<file path="src/rtl/uas_pkg.sv">
package uas_pkg;
  localparam int unsigned DEF_INSN_W  = 16;
  localparam int unsigned DEF_OPC_W   = 5;
  localparam int unsigned DEF_FN_W    = 2;
  localparam int unsigned DEF_STEP_W  = 3;
  localparam int unsigned DEF_IMM_W   = 11;
  localparam int unsigned DEF_NBANK   = 8;
  localparam int unsigned DEF_CADDR_W = 16;
endpackage

</file>
<file path="src/rtl/uas_insn_reg.sv">
module uas_insn_reg #(
  parameter int unsigned W = 16
) (
  input  logic         clk,
  input  logic         rst,
  input  logic         ld,
  input  logic [W-1:0] din,
  output logic [W-1:0] q
);
  always_ff @(posedge clk) begin
    if (rst)     q <= '0;
    else if (ld) q <= din;
  end


  ld_capture_chk: assert property (@(posedge clk) disable iff (rst)
    ld |=> q == $past(din));

  hold_chk: assert property (@(posedge clk) disable iff (rst)
    !ld |=> $stable(q));
endmodule

</file>
<file path="src/rtl/uas_step_ctr.sv">
module uas_step_ctr #(
  parameter int unsigned STEP_W = 3
) (
  input  logic              clk,
  input  logic              rst,
  input  logic              restart,
  output logic [STEP_W-1:0] step
);
  always_ff @(posedge clk) begin
    if (rst || restart) step <= '0;
    else                step <= step + 1'b1;
  end


  step_clear_chk: assert property (@(posedge clk) disable iff (rst)
    restart |=> step == '0);

  step_adv_chk: assert property (@(posedge clk) disable iff (rst)
    !restart |=> step == STEP_W'($past(step) + 1'b1));
endmodule

</file>
<file path="src/rtl/uas_addr_form.sv">
module uas_addr_form #(
  parameter int unsigned OPC_W  = 5,
  parameter int unsigned FN_W   = 2,
  parameter int unsigned STEP_W = 3,
  localparam int unsigned UA_W  = OPC_W + FN_W + STEP_W
) (
  input  logic              clk,
  input  logic              rst,
  input  logic [OPC_W-1:0]  opc,
  input  logic [FN_W-1:0]   fn,
  input  logic [STEP_W-1:0] step,
  input  logic              exc_pend,
  output logic [UA_W-1:0]   uaddr
);
  localparam logic [OPC_W-1:0] EXC_OPC = {OPC_W{1'b1}};

  logic             at_entry;
  logic [OPC_W-1:0] opc_eff;

  always_comb begin
    at_entry = (step == '0);
    opc_eff  = (exc_pend && at_entry) ? EXC_OPC : opc;
    uaddr    = {opc_eff, fn, step};
  end


  exc_force_chk: assert property (@(posedge clk) disable iff (rst)
    (exc_pend && step == '0) |-> uaddr[UA_W-1 -: OPC_W] == EXC_OPC);

  exc_ignored_chk: assert property (@(posedge clk) disable iff (rst)
    (step != '0) |-> uaddr[UA_W-1 -: OPC_W] == opc);

  step_field_chk: assert property (@(posedge clk) disable iff (rst)
    uaddr[STEP_W-1:0] == step && uaddr[STEP_W +: FN_W] == fn);
endmodule

</file>
<file path="src/rtl/uas_bank_dec.sv">
module uas_bank_dec #(
  parameter int unsigned NBANK = 8,
  localparam int unsigned SEL_W = $clog2(NBANK)
) (
  input  logic             clk,
  input  logic             rst,
  input  logic             copy_act,
  input  logic [SEL_W-1:0] sel,
  output logic [NBANK-1:0] bank_we
);
  logic [NBANK-1:0] hit;

  for (genvar k = 0; k < NBANK; k++) begin : g_bank
    assign hit[k] = copy_act && (sel == SEL_W'(k));
  end

  always_ff @(posedge clk) begin
    if (rst) bank_we <= '0;
    else     bank_we <= hit;
  end


  bank_onehot_chk: assert property (@(posedge clk) disable iff (rst)
    copy_act |=> $countones(bank_we) == 1);

  bank_excl_chk: assert property (@(posedge clk) disable iff (rst)
    $onehot0(bank_we));

  bank_idle_chk: assert property (@(posedge clk) disable iff (rst)
    !copy_act |=> bank_we == '0);
endmodule

</file>
<file path="src/rtl/uop_addr_seq.sv">
module uop_addr_seq
  import uas_pkg::*;
#(
  parameter int unsigned INSN_W  = DEF_INSN_W,
  parameter int unsigned OPC_W   = DEF_OPC_W,
  parameter int unsigned FN_W    = DEF_FN_W,
  parameter int unsigned STEP_W  = DEF_STEP_W,
  parameter int unsigned IMM_W   = DEF_IMM_W,
  parameter int unsigned NBANK   = DEF_NBANK,
  parameter int unsigned CADDR_W = DEF_CADDR_W,
  localparam int unsigned UA_W   = OPC_W + FN_W + STEP_W,
  localparam int unsigned SEL_W  = $clog2(NBANK)
) (
  input  logic               clk,
  input  logic               rst,
  input  logic               insn_ld,
  input  logic [INSN_W-1:0]  insn_din,
  input  logic               end_stb,
  input  logic               exc_pend,
  input  logic               copy_act,
  input  logic [CADDR_W-1:0] copy_addr,
  output logic [IMM_W-1:0]   imm_bits,
  output logic [UA_W-1:0]    uaddr,
  output logic [NBANK-1:0]   bank_we
);
  localparam int unsigned FN_LSB = IMM_W - FN_W;

  logic [INSN_W-1:0] insn_q;
  logic [STEP_W-1:0] step;
  logic              unused_copy_low;

  assign unused_copy_low = ^copy_addr[CADDR_W-SEL_W-1:0];

  uas_insn_reg #(.W(INSN_W)) u_insn (
    .clk (clk),
    .rst (rst),
    .ld  (insn_ld),
    .din (insn_din),
    .q   (insn_q)
  );

  uas_step_ctr #(.STEP_W(STEP_W)) u_step (
    .clk     (clk),
    .rst     (rst),
    .restart (insn_ld | end_stb),
    .step    (step)
  );

  uas_addr_form #(.OPC_W(OPC_W), .FN_W(FN_W), .STEP_W(STEP_W)) u_form (
    .clk      (clk),
    .rst      (rst),
    .opc      (insn_q[INSN_W-1 -: OPC_W]),
    .fn       (insn_q[FN_LSB +: FN_W]),
    .step     (step),
    .exc_pend (exc_pend),
    .uaddr    (uaddr)
  );

  uas_bank_dec #(.NBANK(NBANK)) u_bank (
    .clk      (clk),
    .rst      (rst),
    .copy_act (copy_act),
    .sel      (copy_addr[CADDR_W-1 -: SEL_W]),
    .bank_we  (bank_we)
  );

  assign imm_bits = insn_q[IMM_W-1:0];


  imm_follow_chk: assert property (@(posedge clk) disable iff (rst)
    insn_ld |=> imm_bits == $past(insn_din[IMM_W-1:0]));

  reset_clear_chk: assert property (@(posedge clk)
    rst |=> (bank_we == '0 && imm_bits == '0));
endmodule

</file>
<file path="config.mk">
export PLATFORM = sky130hd
export DESIGN_NAME = uop_addr_seq
export DESIGN_NICKNAME = d
export VERILOG_FILES = /design/src/rtl/uas_pkg.sv /design/src/rtl/uas_insn_reg.sv /design/src/rtl/uas_step_ctr.sv /design/src/rtl/uas_addr_form.sv /design/src/rtl/uas_bank_dec.sv /design/src/rtl/uop_addr_seq.sv
export SDC_FILE = /design/constraint.sdc
export NUM_CORES = 1
export LEC_CHECK = 0
export BUFFER_PORTS_ARGS = -buffer_cell sky130_fd_sc_hd__buf_2
export CAP_MARGIN = 20
export CORE_ASPECT_RATIO = 1.4
export CORE_MARGIN = 3
export CORE_UTILIZATION = 40
export DETAILED_ROUTE_END_ITERATION = 7
export PLACE_DENSITY = 0.74
export SYNTH_ARGS = -nofsm -noshare
export SYNTH_HDL_FRONTEND = slang
export SYNTH_HIERARCHICAL = 1
export SYNTH_SLANG_ARGS = --single-unit
</file>
<file path="constraint.sdc">
create_clock -name clk -period 1.5 [get_ports clk]
set_clock_uncertainty 0.2 [all_clocks]
set_input_delay 0.15 -clock clk [delete_from_list [all_inputs] [get_ports clk]]
set_output_delay 0.15 -clock clk [all_outputs]
set_load 0.05 [all_outputs]
</file>
==> results of run 1 <==
-- power breakdown --
part | leakage, nW | total [mW] | internal (mW) | switching, mW
Clock | 0.0177 | 0.309 | 0.0998 | 0.210
Sequential | 0.222 | 0.763 | 0.748 | 0.0149
Combinational | 0.547 | 0.370 | 0.146 | 0.224
Total | 0.787 | 1.44 | 0.994 | 0.449
-- kinds of logic (layout without fill, tap and decap cells) --
logic type               count (synthesis)  count (layout)  share of synthesized area (%)
XOR/XNOR                                 1               1                         0.8622
buffers and inverters                    9              84                          7.635
AND/OR/NAND/NOR                         39              39                          21.31
adder cells (fa/ha/maj)                  1               1                          1.231
multiplexers                            16              16                          15.76
flip-flops                              27              27                          53.20
-- flip-flops by register name, indices dropped and copies added (netlist names) --
signal          cells
u_bank/bank_we      8
u_insn/q           16
u_step/step         3
-- final timing paths --
path / start / endpoint / slack, ns / cells past startpoint
setup / recovery: u_step/step[0] / uaddr[7] / -0.25 / 3
hold / removal: rst / u_step/step[2] / 0.04 / 3
setup reg to reg: u_step/step[0] / u_step/step[2] / 0.29 / 4
hold reg to reg: u_insn/q[11] / u_insn/q[11] / 0.31 / 2
-- cell usage in the layout, fill, tap and decap left out, types with 2 or more instances in the layout --
| cell | instances |
|---|---|
| buf_2 | 48 |
| dlygate4sd3_1 | 25 |
| dfxtp_1 | 25 |
| nor2_1 | 22 |
| mux2i_1 | 16 |
| or2_1 | 6 |
| buf_6 | 5 |
| clkbuf_4 | 3 |
| nor3_2 | 3 |
| buf_4 | 2 |
| nand2b_1 | 2 |
| dfxtp_2 | 2 |
-- what timing repair did --
item / in CTS / in global routing
setup endpoints to repair: 5 / 10
gates resized for setup: 12 / 1
endpoints found under the hold margin: 27 / 4
hold buffers: 27 / 2
buffers inserted: 0 / 0
pin swaps: 6 / 4
-- through the flow --
stage               std cells  instance area [µm²]  util, %  hold WS, ns
floorplan                  93                 1016        -      0.01901
global placement          173                 1261    52.17       0.1658
detailed placement        173                 1261    52.17       0.1792
CTS                       204                 1593    65.89      0.08125
global route              202                 1578    65.27      0.04092
finish                    202                 1578    65.27      0.03794
-- worst reg2reg max path, delay by kind of cell (launching register included) --
family,cells,cell delay (ns)
flip-flops,1,0.36
adder cells (fa/ha/maj),1,0.19
XOR/XNOR,1,0.18
buffers and inverters,1,0.14
AND/OR/NAND/NOR,1,0.05
-- layer usage --
| metal | GRT usage [%] | up-vias | share of wire, % | routed length [µm] |
|---|---|---|---|---|
| met4 | 8.541 | 0 | 1.5 | 42 |
| met3 | 4.308 | 6 | 7.9 | 222 |
| met2 | 41.55 | 40 | 57 | 1610 |
| li1 | - | 449 | - | - |
| met1 | 16.45 | 420 | 34 | 949 |
| met5 | 0 | - | 0 | 0 |
-- cell type report --
type	instances	area, µm²	area share (%)
Clock buffer	3	22.52	1.427
Clock inverter	1	5.005	0.3172
Multi-Input combinational cell	57	402.9	25.54
Sequential cell	27	543.0	34.42
Tap cell	34	42.54	2.696
Timing Repair Buffer	80	561.8	35.61
==> out/results.tsv, run 1 <==
metric	value	unit
final setup TNS	-1.177	ns
vias in the first global route	1073	
Root Buffer	clkbuf_4	
Final Max Tran Viols	0	
Leakage Power	0.7873	nW
final WL	2.825	mm
FP Rows	21	
Critical Path RT	1.15	ns
CTS clk-pin slew, worst paths	0.15	ns
Arrival @ worst endpoint	1.40	ns
largest net degree at the start of global routing	18	
Via density	4.530	
Wirelength per Cell	13.99	µm
core area	2417	µm²
Total GRT Usage	19.41	%
Worst Setup End Kind	output port	
Peak Freq	570.7	MHz
post-route setup slack	-0.2524	ns
CP max stage delay	0.37	ns
HPWL after DPL	1.700	mm
sequential share of the synthesized area	53.20	%
number of synthesized flops with an enable pin	0	
worst-path cell with the longest stage delay	nor4b_4	
number of CTS-inserted buffers	3	
relative slew slack	66.50	%
post-synth net total	132	
status	complete, but fails checks	
Synth area leader	dfxtp_1	
Synthesis Warnings	6	
# setup viols final	5	
remaining antenna violation count after routing	0	
CTS tree	built	
Synth Area per Inst	10.92	µm²
via count	915	
Worst Max-Slew Pin Slew	0.5024	ns
drt pass-1 iters	4	
Clock Sinks	27	
Main synth FF type	dfxtp_1	
DR iter-0 viols	16	
CP Cell Sequence	nor4b_4 -> or2_1 -> buf_6	
crit path time final	1.752	ns
die height	65.63	µm
Clock Tree Buf Depth	2	
P&R area growth vs syn	55.30	%
ANT cells	0	
post-synth top area share	53.20	%
IO Port Bufs	53	
clock latency on the worst-skew pair	0.32	ns
Post-synth top cells	27 x dfxtp_1, 22 x nor2_1, 16 x mux2i_1	
#FFs+latches synth	27	
Starting Density	42.03	%
Synth cell types	19	
layout cell share with drive strength beyond 1	39.29	%
Ports	67	
critical path's top delay family	simple AND/OR/NAND/NOR gates	
first-pass GRT wire length	4.685	mm
fillcell total	206	
violated checks	negative setup slack	
Synth area leaders	dfxtp_1 53%, mux2i_1 16%, nor2_1 8.1%	
RSZ-0062 raised after global routing	yes	
worst-path maximum fanout	5	
Worst Hold Class	in -> reg	
# DRC	0	
Mapped Area	1016	µm²
ys async rst share	0	%
PwrDens	914.4	nW/µm²
H-tree Lvls	1	
PnR Total Power	1.443	mW
die area	3189	µm²
Die W	48.60	µm
kind of critical path	reg -> out	
GRT Residual Overflow	0	
period utilisation layout	116.8	%
Nets	208	
RePlAce Congestion	0.6633	
startpoint types	register	
most common cell in the netlist	dfxtp_1	
initial antenna violation count	0	
pre-CTS WS	0.03295	ns
Post-Syn Instances	93	
final hold vios	0	
CP bufs+invs	1	
VDD IR max	0.0007842	V
number of max-cap violations	0	
(Power assumes the default switching activity.)
==> run 2: changes to the inputs <==
--- a/config.mk
+++ b/config.mk
@@ -11,7 +11,7 @@
 export CORE_MARGIN = 3
 export CORE_UTILIZATION = 40
 export DETAILED_ROUTE_END_ITERATION = 7
-export PLACE_DENSITY = 0.74
+export PLACE_DENSITY = 0.77
 export SYNTH_ARGS = -nofsm -noshare
 export SYNTH_HDL_FRONTEND = slang
 export SYNTH_HIERARCHICAL = 1
==> run 2 against run 1 <==
Against the previous run: the run still ends with negative setup slack left; die area unchanged; critical path type unchanged; power down 0.19%; sequential share of layout area down 0.11 points; critical endpoint is now uaddr[9].
==> out/results.tsv, run 2 (synthesis results as in run 1) <==
metric	value	unit	change
status	complete, but fails checks		unchanged
violated checks	negative setup slack		unchanged
reg2reg setup slack	0.16	ns	was 0.29 ns
CTS clk-pin slew, worst paths	0.15	ns	about the same
Clock Sinks	27		unchanged
vias in the first global route	1006		was 1,073
largest registers	u_insn/q: 16 flops, u_bank/bank_we: 8 flops, u_step/step: 3 flops		unchanged
Clock Tree Buf Depth	2		unchanged
PwrDens	909.8	nW/µm²	was 914.4 nW/µm²
H-tree Lvls	1		unchanged
relative slew slack	66.57	%	was 66.50%
worst-path cell with the longest stage delay	dfxtp_2		was nor4b_4
VDD IR max	0.0007402	V	was 0.0007842 V
Leakage Power	0.7871	nW	was 0.7873 nW
Starting Density	42.03	%	unchanged
Root Buffer	clkbuf_4		unchanged
Hold Worst Slack	0.03422	ns	was 0.03794 ns
Nets	207		was 208
CP max stage delay	0.37	ns	about the same
Via density	4.507		was 4.530
placed cells	173		unchanged
CP Cell Sequence	nor4b_4 -> or2_1 -> buf_6		unchanged
RSZ-0062 raised after global routing	yes		unchanged
FP Rows	21		unchanged
number of CTS-inserted buffers	3		unchanged
GRT Residual Overflow	0		unchanged
# setup viols final	5		unchanged
drt pass-1 iters	4		unchanged
post-route setup slack	-0.2311	ns	was -0.2524 ns
Peak Freq	577.7	MHz	was 570.7 MHz
via count	906		was 915
HPWL after DPL	1.643	mm	was 1.700 mm
ANT cells	0		unchanged
worst-path maximum fanout	5		unchanged
Largest register FFs	16		unchanged
number of max-cap violations	0		unchanged
Total GRT Usage	17.22	%	was 19.41%
first-pass GRT wire length	4.284	mm	was 4.685 mm
final hold vios	0		unchanged
Worst Max-Slew Pin Slew	0.5015	ns	was 0.5024 ns
Final Max Tran Viols	0		unchanged
RePlAce Congestion	0.7181		was 0.6633
Worst Hold Class	in -> reg		unchanged
most common cell after layout, fill and taps aside	buf_2		unchanged
final WL	2.576	mm	was 2.825 mm
layout cell share with drive strength beyond 1	37.72	%	was 39.29%
remaining antenna violation count after routing	0		unchanged
CTS tree	built		unchanged
core area	2417	µm²	unchanged
most frequent cells in the layout	46 x buf_2, 26 x dlygate4sd3_1, 25 x dfxtp_1		was 48 x buf_2, 25 x dlygate4sd3_1, 25 x dfxtp_1
die height	65.63	µm	unchanged
# DRC	0		unchanged
period utilisation layout	115.4	%	was 116.8%
kind of critical path	reg -> out		unchanged
Top reg by flops	u_insn/q		unchanged
IO Port Bufs	53		unchanged
Critical Path RT	1.15	ns	about the same
DR iter-0 viols	15		was 16
initial antenna violation count	0		unchanged
Worst Setup End Kind	output port		unchanged
crit path time final	1.731	ns	was 1.752 ns
Arrival @ worst endpoint	1.38	ns	was 1.40 ns
largest net degree at the start of global routing	18		unchanged
CP bufs+invs	1		unchanged
P&R area growth vs syn	55.79	%	was 55.30%
die area	3189	µm²	unchanged
Ports	67		unchanged
clock latency on the worst-skew pair	0.32	ns	about the same
startpoint types	register		unchanged
Wirelength per Cell	12.82	µm	was 13.99 µm
fin cells	201		was 202
critical path's top delay family	simple AND/OR/NAND/NOR gates		unchanged
Die W	48.60	µm	unchanged
## run 2: cell types whose count changed in the layout (fill, tap and decap cells not counted), sizes merged
cell / previous run / this run
buf: 55 / 53
clkbuf: 3 / 4
clkinv: 1 / 0
dlygate4sd3: 25 / 26
## run 2: stage by stage
stage / power, mW / setup TNS [ns] / setup slack (ns) / cell area, µm² / util [%]
global placement: 1.067 / 0 / 0.04163 / 1261 / 52.17
detailed placement: 1.075 / 0 / 0.03170 / 1261 / 52.17
CTS: 1.438 / -1.276 / -0.2622 / 1582 / 65.42
global route: 1.505 / -1.757 / -0.3638 / 1583 / 65.48
floorplan: 1.001 / 0 / 0.09560 / 1016 / -
finish: 1.440 / -1.129 / -0.2311 / 1583 / 65.48
## run 2: what timing repair did
| action | 4_1_cts | 5_1_grt |
|---|---|---|
| setup buffers | 0 | 0 |
| pin swaps | 5 | 7 |
| setup endpoints to repair | 5 | 9 |
| gates resized for setup | 12 | 2 |
| hold buffers | 26 | 2 |
| hold endpoints to repair | 27 | 2 |
## run 2: worst paths after layout
check,startpoint,end,cells after the start
hold reg to reg,u_insn/q[14],u_insn/q[14],2
setup / recovery,u_step/step[1],uaddr[9],3
hold / removal,rst,u_step/step[2],3
setup reg to reg,u_insn/q[15],u_insn/q[15],3
## run 2: worst min-delay path: stages
cell    delay (ns)
buf_2         0.13
buf_4         0.20
nor3_2        0.06
## run 2: report_power, final
part	internal (mW)	total (mW)	leakage, nW	switching [mW]
clock network	0.104	0.312	0.0150	0.208
logic	0.146	0.366	0.550	0.220
registers	0.748	0.762	0.222	0.0141
total	0.998	1.44	0.787	0.442
## run 2: area by class of cell
type	instances	area, µm²
fillers	204	834.6
repair buffers	79	561.8
flip-flops and latches	27	543.0
multi-input cells	57	409.1
well taps	34	42.54
clock buffers	4	26.28
## run 2: layer usage
metal / up-vias / track usage [%] / wire (µm)
met2: 41 / 33.62 / 1419
met5: - / 0 / 0
met1: 416 / 17.85 / 939
met3: 2 / 3.628 / 203
li1: 447 / - / -
met4: 0 / 6.406 / 13
==> run 3: changes to the inputs <==
--- a/config.mk
+++ b/config.mk
@@ -8,10 +8,10 @@
 export BUFFER_PORTS_ARGS = -buffer_cell sky130_fd_sc_hd__buf_2
 export CAP_MARGIN = 20
 export CORE_ASPECT_RATIO = 1.4
-export CORE_MARGIN = 3
+export CORE_MARGIN = 2
 export CORE_UTILIZATION = 40
 export DETAILED_ROUTE_END_ITERATION = 7
-export PLACE_DENSITY = 0.77
+export PLACE_DENSITY = 0.75
 export SYNTH_ARGS = -nofsm -noshare
 export SYNTH_HDL_FRONTEND = slang
 export SYNTH_HIERARCHICAL = 1
==> run 3 against run 2 <==
Against the previous run: the flow still finishes with violations (negative setup slack); flip-flop and latch count stayed put; power hardly changed; cell area down 0.32%; fmax is 0.91% lower; worst setup slack lost 0.016 ns; cell count grew 0.50%; routed wire length increased by 2.6%; non-clock buffer count grew 1; critical path depth stayed put; sequential power is essentially flat; clock power shrank 1%; critical endpoint unchanged.
==> out/results.tsv, run 3 (synthesis results as in run 1) <==
metric	value	unit	change
reg2reg start	u_step/step[0]		was u_insn/q[15]
RSZ-0062 raised after global routing	yes		unchanged
remaining antenna violation count after routing	0		unchanged
IO Port Bufs	53		unchanged
largest registers	u_insn/q: 16 flops, u_bank/bank_we: 8 flops, u_step/step: 3 flops		unchanged
Top reg by flops	u_insn/q		unchanged
violated checks	negative setup slack		unchanged
Leakage Power	0.7843	nW	was 0.7871 nW
Worst Max-Slew Pin Slew	0.4865	ns	was 0.5015 ns
Worst Hold Class	in -> reg		unchanged
vias in the first global route	1025		was 1,006
HP Start	rst		unchanged
H-tree Lvls	1		unchanged
core area	2391	µm²	was 2417 µm²
startpoint types	register		unchanged
FP Rows	21		unchanged
worst-path cell with the longest stage delay	nor4b_4		was dfxtp_2
fin cells	202		was 201
kind of critical path	reg -> out		unchanged
initial antenna violation count	0		unchanged
PwrDens	912.5	nW/µm²	was 909.8 nW/µm²
VDD IR max	0.0006833	V	was 0.0007402 V
final hold vios	0		unchanged
CTS tree	built		unchanged
post-route setup slack	-0.2470	ns	was -0.2311 ns
first-pass GRT wire length	4.181	mm	was 4.284 mm
Wirelength per Cell	13.08	µm	was 12.82 µm
most frequent cells in the layout	48 x buf_2, 25 x dlygate4sd3_1, 25 x dfxtp_1		was 46 x buf_2, 26 x dlygate4sd3_1, 25 x dfxtp_1
PnR Total Power	1.440	mW	about the same
status	complete, but fails checks		unchanged
placed cells	173		unchanged
layout cell share with drive strength beyond 1	39.29	%	was 37.72%
Ports	67		unchanged
Via density	4.535		was 4.507
CTS clk-pin slew, worst paths	0.15	ns	about the same
die area	2965	µm²	was 3189 µm²
Worst Setup End Kind	output port		unchanged
CP max stage delay	0.38	ns	was 0.37 ns
crit path time final	1.747	ns	was 1.731 ns
P&R area growth vs syn	55.30	%	was 55.79%
Die W	46.60	µm	was 48.60 µm
worst-path maximum fanout	5		unchanged
Root Buffer	clkbuf_4		unchanged
Nets	208		was 207
Clock Sinks	27		unchanged
largest net degree at the start of global routing	18		unchanged
period utilisation layout	116.5	%	was 115.4%
Starting Density	42.49	%	was 42.03%
die height	63.63	µm	was 65.63 µm
ANT cells	0		unchanged
GRT Residual Overflow	0		unchanged
final WL	2.642	mm	was 2.576 mm
most common cell after layout, fill and taps aside	buf_2		unchanged
# DRC	0		unchanged
relative slew slack	67.57	%	was 66.57%
number of CTS-inserted buffers	3		unchanged
drt pass-1 iters	4		unchanged
via count	916		was 906
clock latency on the worst-skew pair	0.32	ns	about the same
Critical Path RT	1.15	ns	about the same
Arrival @ worst endpoint	1.40	ns	was 1.38 ns
# setup viols final	5		unchanged
number of max-cap violations	0		unchanged
final setup TNS	-1.197	ns	was -1.129 ns
Clock Tree Buf Depth	2		unchanged
Largest register FFs	16		unchanged
HPWL after DPL	1.601	mm	was 1.643 mm
DR iter-0 viols	8		was 15
fillcell total	192		was 204
RePlAce Congestion	0.6910		was 0.7181
Total GRT Usage	19.31	%	was 17.22%
Critical path origin	u_step/step[0]		was u_step/step[1]
Final Max Tran Viols	0		unchanged
Peak Freq	572.4	MHz	was 577.7 MHz
CP Cell Sequence	nor4b_4 -> or2_1 -> buf_6		unchanged
==> run 3: worst max-delay path, delay by kind of cell, from the launching register on <==
kind                   cells  cell delay, ns
buffers and inverters      1            0.16
DFF                        1            0.36
and+or+nand+nor            2            0.56
==> run 3: what timing repair did <==
item | CTS | global route
pin swaps | 5 | 1
endpoints found under the setup margin | 5 | 11
setup buffers | 0 | 0
hold endpoints to repair | 27 | 6
gates resized for setup | 12 | 1
hold buffers | 28 | 3
==> run 3: final cells by class <==
cell class / count / area [µm²] / area share [%]
repair buffers: 80 / 561.8 / 35.61
flip-flops and latches: 27 / 543.0 / 34.42
multi-input cells: 57 / 402.9 / 25.54
well taps: 34 / 42.54 / 2.696
clock buffers: 3 / 22.52 / 1.427
clock inverters: 1 / 5.005 / 0.3172
==> run 3: path summary, 6_finish.rpt <==
| path | to | slack [ns] | cells past startpoint |
|---|---|---|---|
| max reg2reg | u_step/step[2] | 0.27 | 4 |
| min reg2reg | u_insn/q[7] | 0.31 | 2 |
| min | u_step/step[0] | 0.04 | 3 |
| max | uaddr[9] | -0.25 | 3 |
==> run 3: metal layers <==
layer / global-route usage (%) / part of all wire (%) / up-vias / wire, µm
met3: 2.865 / 6.2 / 2 / 165
li1: - / - / 449 / -
met5: 0 / 0 / - / 0
met2: 38.54 / 56 / 47 / 1477
met1: 18.31 / 37 / 418 / 985
met4: 5.357 / 0.53 / 0 / 14
==> run 3: report_power, final <==
group	switching, mW	total, mW	leakage (nW)	internal, mW
clock network	0.209	0.308	0.0177	0.0997
registers	0.0145	0.763	0.222	0.748
logic	0.222	0.369	0.544	0.147
==> run 3: metrics by stage <==
step	utilization (%)	hold slack, ns	worst slack (ns)	instance area (µm²)
after floorplan	-	0.01901	0.09560	1016
after global placement	52.75	0.1664	0.04333	1261
after detailed placement	52.75	0.1741	0.02223	1261
after CTS	67.03	0.09553	-0.2546	1603
after global routing	65.99	0.06614	-0.3370	1578
final	65.99	0.04414	-0.2470	1578
